**src/rtl/edge_capture_lock.sv**
```systemverilog
`timescale 1ns/1ps
module edge_capture_lock #(
  parameter int CNT_W       = 16,
  parameter int SYNC_STAGES = 2
) (
  input  logic             clk,
  input  logic             rst_n,
  input  logic             pin_async,
  input  logic [1:0]       edge_sel,
  input  logic [CNT_W-1:0] count_in,
  input  logic             flag_wr,
  input  logic             flag_wdata,
  output logic [CNT_W-1:0] cap_value,
  output logic             cap_flag
);

  localparam int SH_W = SYNC_STAGES + 1;

  logic [SH_W-1:0] sh;
  logic            lvl, lvl_q, rise, fall, hit, clr, take;

  always_ff @(posedge clk or negedge rst_n)
    if (!rst_n) sh <= '0;
    else        sh <= {sh[SH_W-2:0], pin_async};

  assign lvl   = sh[SH_W-2];
  assign lvl_q = sh[SH_W-1];
  assign rise  = lvl & ~lvl_q;
  assign fall  = ~lvl & lvl_q;
  assign hit   = (edge_sel[0] & rise) | (edge_sel[1] & fall);
  assign clr   = flag_wr & ~flag_wdata;
  assign take  = hit & (~cap_flag | clr);

  always_ff @(posedge clk or negedge rst_n)
    if (!rst_n) begin
      cap_value <= '0;
      cap_flag  <= 1'b0;
    end else if (take) begin
      cap_value <= count_in;
      cap_flag  <= 1'b1;
    end else if (clr) begin
      cap_flag  <= 1'b0;
    end

endmodule

```
**config.mk**
```make
export PLATFORM = sky130hd
export DESIGN_NAME = edge_capture_lock
export DESIGN_NICKNAME = d
export VERILOG_FILES = /design/src/rtl/edge_capture_lock.sv
export SDC_FILE = /design/constraint.sdc
export NUM_CORES = 1
export LEC_CHECK = 0
export CAP_MARGIN = 25
export CORE_MARGIN = 2
export CORE_UTILIZATION = 35
export DETAILED_ROUTE_END_ITERATION = 7
export DONT_BUFFER_PORTS = 1
export GPL_TIMING_DRIVEN = 0
export SLEW_MARGIN = 5
export SYNTH_ARGS = -nofsm -noshare
export SYNTH_HDL_FRONTEND = slang
export SYNTH_SLANG_ARGS = --single-unit
```
**constraint.sdc**
```tcl
create_clock -name clk -period 1.9 [get_ports clk]
set_clock_uncertainty 0.15 [all_clocks]
set_input_delay 0.285 -clock clk [delete_from_list [all_inputs] [get_ports clk]]
set_output_delay 0.285 -clock clk [all_outputs]
set_load 0.01 [all_outputs]
```
## Word-level counts from Yosys, hierarchy flattened

Cells that the tools add are included.

| word-level totals | value |
|---|---|
| bits in latches | 0 |
| memories kept | 0 |
| input port bits | 23 |
| bits in writable memories | 0 |
| ROM bits | 0 |
| register bits after elaboration | 20 |

| cells by class | value |
|---|---|
| reductions and logical operators | 1 |
| multipliers | 0 |
| $lt $le $gt $ge | 0 |
| divide/modulo/power cells | 0 |
| bitwise logic cells | 12 |
| muxes and demuxes | 2 |
| equality and inequality tests | 0 |
| add/sub/neg operators | 0 |
| shift operators | 0 |

Operators by type and width:

| kind | count |
|---|---|
| 1-bit bitwise AND | 6 |
| 1-bit NOT | 4 |
| 1-bit two-way mux | 2 |
| 1-bit bitwise OR | 2 |
| 2-bit nonzero test | 1 |

## Logic depth before layout (Yosys ltp)

| depth | value |
|---|---|
| depth in word-level cells | 6 |
| depth in mapped cells | 4 |
| mapped depth without buffers | 3 |

## Worst setup path after synthesis

Ideal clock, no wire load.

| timing path | value |
|---|---|
| path kind | reg-to-reg |
| start | register sh[1] |
| end | register cap_value[0] |
| library setup time | 0.125 ns |
| data required time | 1.625 ns |
| stages on the path, launching flop included | 5 |
| arrival time | 1.298 ns |
| setup slack | 0.327 ns |
| clock period less this slack | 1.573 ns |
| cells stage by stage | dfrtp_1 nand3b_4 a22oi_4 buf_12 mux2_4 |

| between the ends | value |
|---|---|
| cells in the longest elaborated chain, start to end | 5 |

RTL lines:

| what | line | source |
|---|---|---|
| from (decl) | 19 | `logic [SH_W-1:0] sh;` |
| from (signal assigned) | 24 | `else sh <= {sh[SH_W-2:0], pin_async};` |
| 1-bit NOT | 29 | `assign fall = ~lvl & lvl_q;` |
| 1-bit bitwise AND | 29 |  |
| 1-bit bitwise AND | 30 | `assign hit = (edge_sel[0] & rise) \| (edge_sel[1] & fall);` |
| 1-bit bitwise OR (*) | 30 |  |
| 1-bit bitwise AND (*) | 32 | `assign take = hit & (~cap_flag \| clr);` |
| to (signal assigned) | 39 | `cap_value <= count_in;` |
| to (decl) | 13 | `output logic [CNT_W-1:0] cap_value,` |

Every way passes the cells marked *; elsewhere a longest branch is shown, timed or not.
A chain may end at the register's enable or synchronous reset.

## Worst setup path after layout

| timing path | value |
|---|---|
| start | register sh[1] |
| end | register cap_value[11] |

Same word-level chain as after synthesis.

==> out/results.ini <==
[worst_setup_path]
r2r_slack_ns=0.24
cp_max_fo=10
start_kind=flip-flop
worstSetupEndpointType=flip-flop
r2r-end=cap_value[11]
required_ns=1.94
arrival_ns=1.70
r2r_cells=4
r2r_start=sh[1]
path_class=flip-flop to flip-flop

[finish]
syn2layout_area_growth_pct=30.59
drive_above_1_share_pct=38.46
postLayoutCoreUtil_pct=48.53
mostFrequentLayoutCell=dfrtp_1
final_cells=93
layout_common_cells=dfrtp_1 (20), dlygate4sd3_1 (18), mux2_4 (10)
n_antenna_cell=0
fin_nets=89

[yosys]
yosysSeqAreaShare_pct=60.88
synth_area_um2=822.0
synth_nets=66
synth_cell_types=9
avgSynthCellArea_um2=19.12
ys_seq_elements=20
synthCells=43
synth_warnings=0

[power_and_ir_drop]
p_total_uw=1088
p_leak_uw=0.0004835
vdd_drop_max_mv=0.5398
pwr_density_cell_nw_per_um2=1013

[global_route]
use_met1_pct=14.58
grt_pass1_wl_um=2256
grt_pass1_vias=485
grt_use_total_pct=11.41
grt_max_degree=21
grt.overflow.total=0
antenna_found_initial=0
met3_usage_pct=3.714
met2_usage_pct=17.50
busiest_layer=met2

[clocking]
cts_sinks=20
postCtsSetupBuffers=0
clk_pin_slew_ns=0.11
clock_path_buffers=2
ctsHtreeMaxLevel=1
cts_root_buf=clkbuf_4
cts_tree=yes
clk_latency_ns=0.29
numCtsBuffers=3

[routing]
num_vias=425
detail-route-antenna-nets=0
routed_wl_um=1269
routed_via_density=4.570
avgRoutedWirePerCell_um=13.65
first_pass_iters=2
drc_errors=0
first_iter_violations=1

[timing]
fin_crit_sh_pct=87.40
relSlewSlack_pct=43.48
hold_viol=0
report.final.setup_viol=0
grt_setup_unrepaired=false
tightest_slew_ns=0.8451
clock.fmax_mhz=602.2
setup_slack_ns=0.2394
drv_slew=0
period_minus_slack_ns=1.661
tns_ns=0

[job]
cap_violations=0

[floorplan]
core_um2=2212
start_util_pct=37.16
fp.dieH_um=52.47
dieArea_um2=2753
die_w_um=52.47
io_pins=40
rows=17

[run_status]
status=completed

[worst_hold_path]
hold_class=input pin to flip-flop
hold_path_depth=2
hold_end=cap_flag
hold_start=edge_sel[1]

[placed_design]
gp_congestion=0.5956
dp_slack_ns=0.2176
portBuffers=0
hpwl_um=880
post-place-cells=71

## Yosys cell counts
cell type / instances / share of area, %
a22oi_4: 1 / 2.6
nand3b_4: 2 / 4.9
buf_12: 1 / 2.4
mux2_4: 10 / 18
nand3_1: 1 / 0.61
mux2_2: 6 / 8.2
nand2b_4: 1 / 1.7
nand2_1: 1 / 0.46
dfrtp_1: 20 / 61
## layout make-up
type,instances,area [µm²]
repair buffers,18,180.2
plain buffers,1,20.02
clock buffers,4,36.28
well taps,28,35.03
multi-input cells,22,301.5
flip-flops and latches,20,500.5
fillers,205,1139
## sequential cells by signal, summed over array words and instances (netlist names)
name	cells
cap_value	16
sh	3
cap_flag	1
## metal layers
layer,share of wire (%),up-vias
met5,0,-
met1,39,214
met2,53,17
met3,7.7,0
met4,0,0
li1,-,194
## metrics by stage
stage                     instance area (µm²)  hold WS, ns
after CTS                                1074     0.006765
after global routing                     1074     0.006767
after global placement                  857.1      -0.1603
after floorplan                         822.0      -0.1606
after detailed placement                857.1      -0.1602
final                                    1074      0.01342
## worst max-delay path, cell delays in order (launching register included)
cell and delay [ns]:
dfrtp_1 0.43, nand3b_4 0.18, a22oi_4 0.31, buf_12 0.19, mux2_4 0.30
## cell families (layout without fill, tap and decap cells)
group | Yosys count | in the layout | synth area share (%)
AO/OA/AOI/OAI | 1 | 1 | 2.587
buffers and inverters | 1 | 23 | 2.435
flip-flops | 20 | 20 | 60.88
multiplexers | 16 | 16 | 26.48
AND/OR/NAND/NOR | 5 | 5 | 7.609
## how the worst max path moves through the flow
stage                    end  start  depth (start not counted)
2_1_floorplan   cap_value[0]  sh[1]                          4
4_1_cts        cap_value[11]  sh[1]                          4
3_3_place_gp   cap_value[10]  sh[1]                          4
6_report       cap_value[11]  sh[1]                          4
5_1_grt         cap_value[1]  sh[1]                          4
3_5_place_dp   cap_value[11]  sh[1]                          4
## what timing repair did
action,4_1_cts,5_1_grt
hold buffers,18,0
endpoints found under the hold margin,37,0
resized for setup,0,0
## power breakdown
group	leakage (µW)	internal [µW]	switching, µW
Combinational	0.000228	149	50.5
Clock	0.0000210	117	121
Sequential	0.000235	529	122
Power figures use the tool's default switching activity.
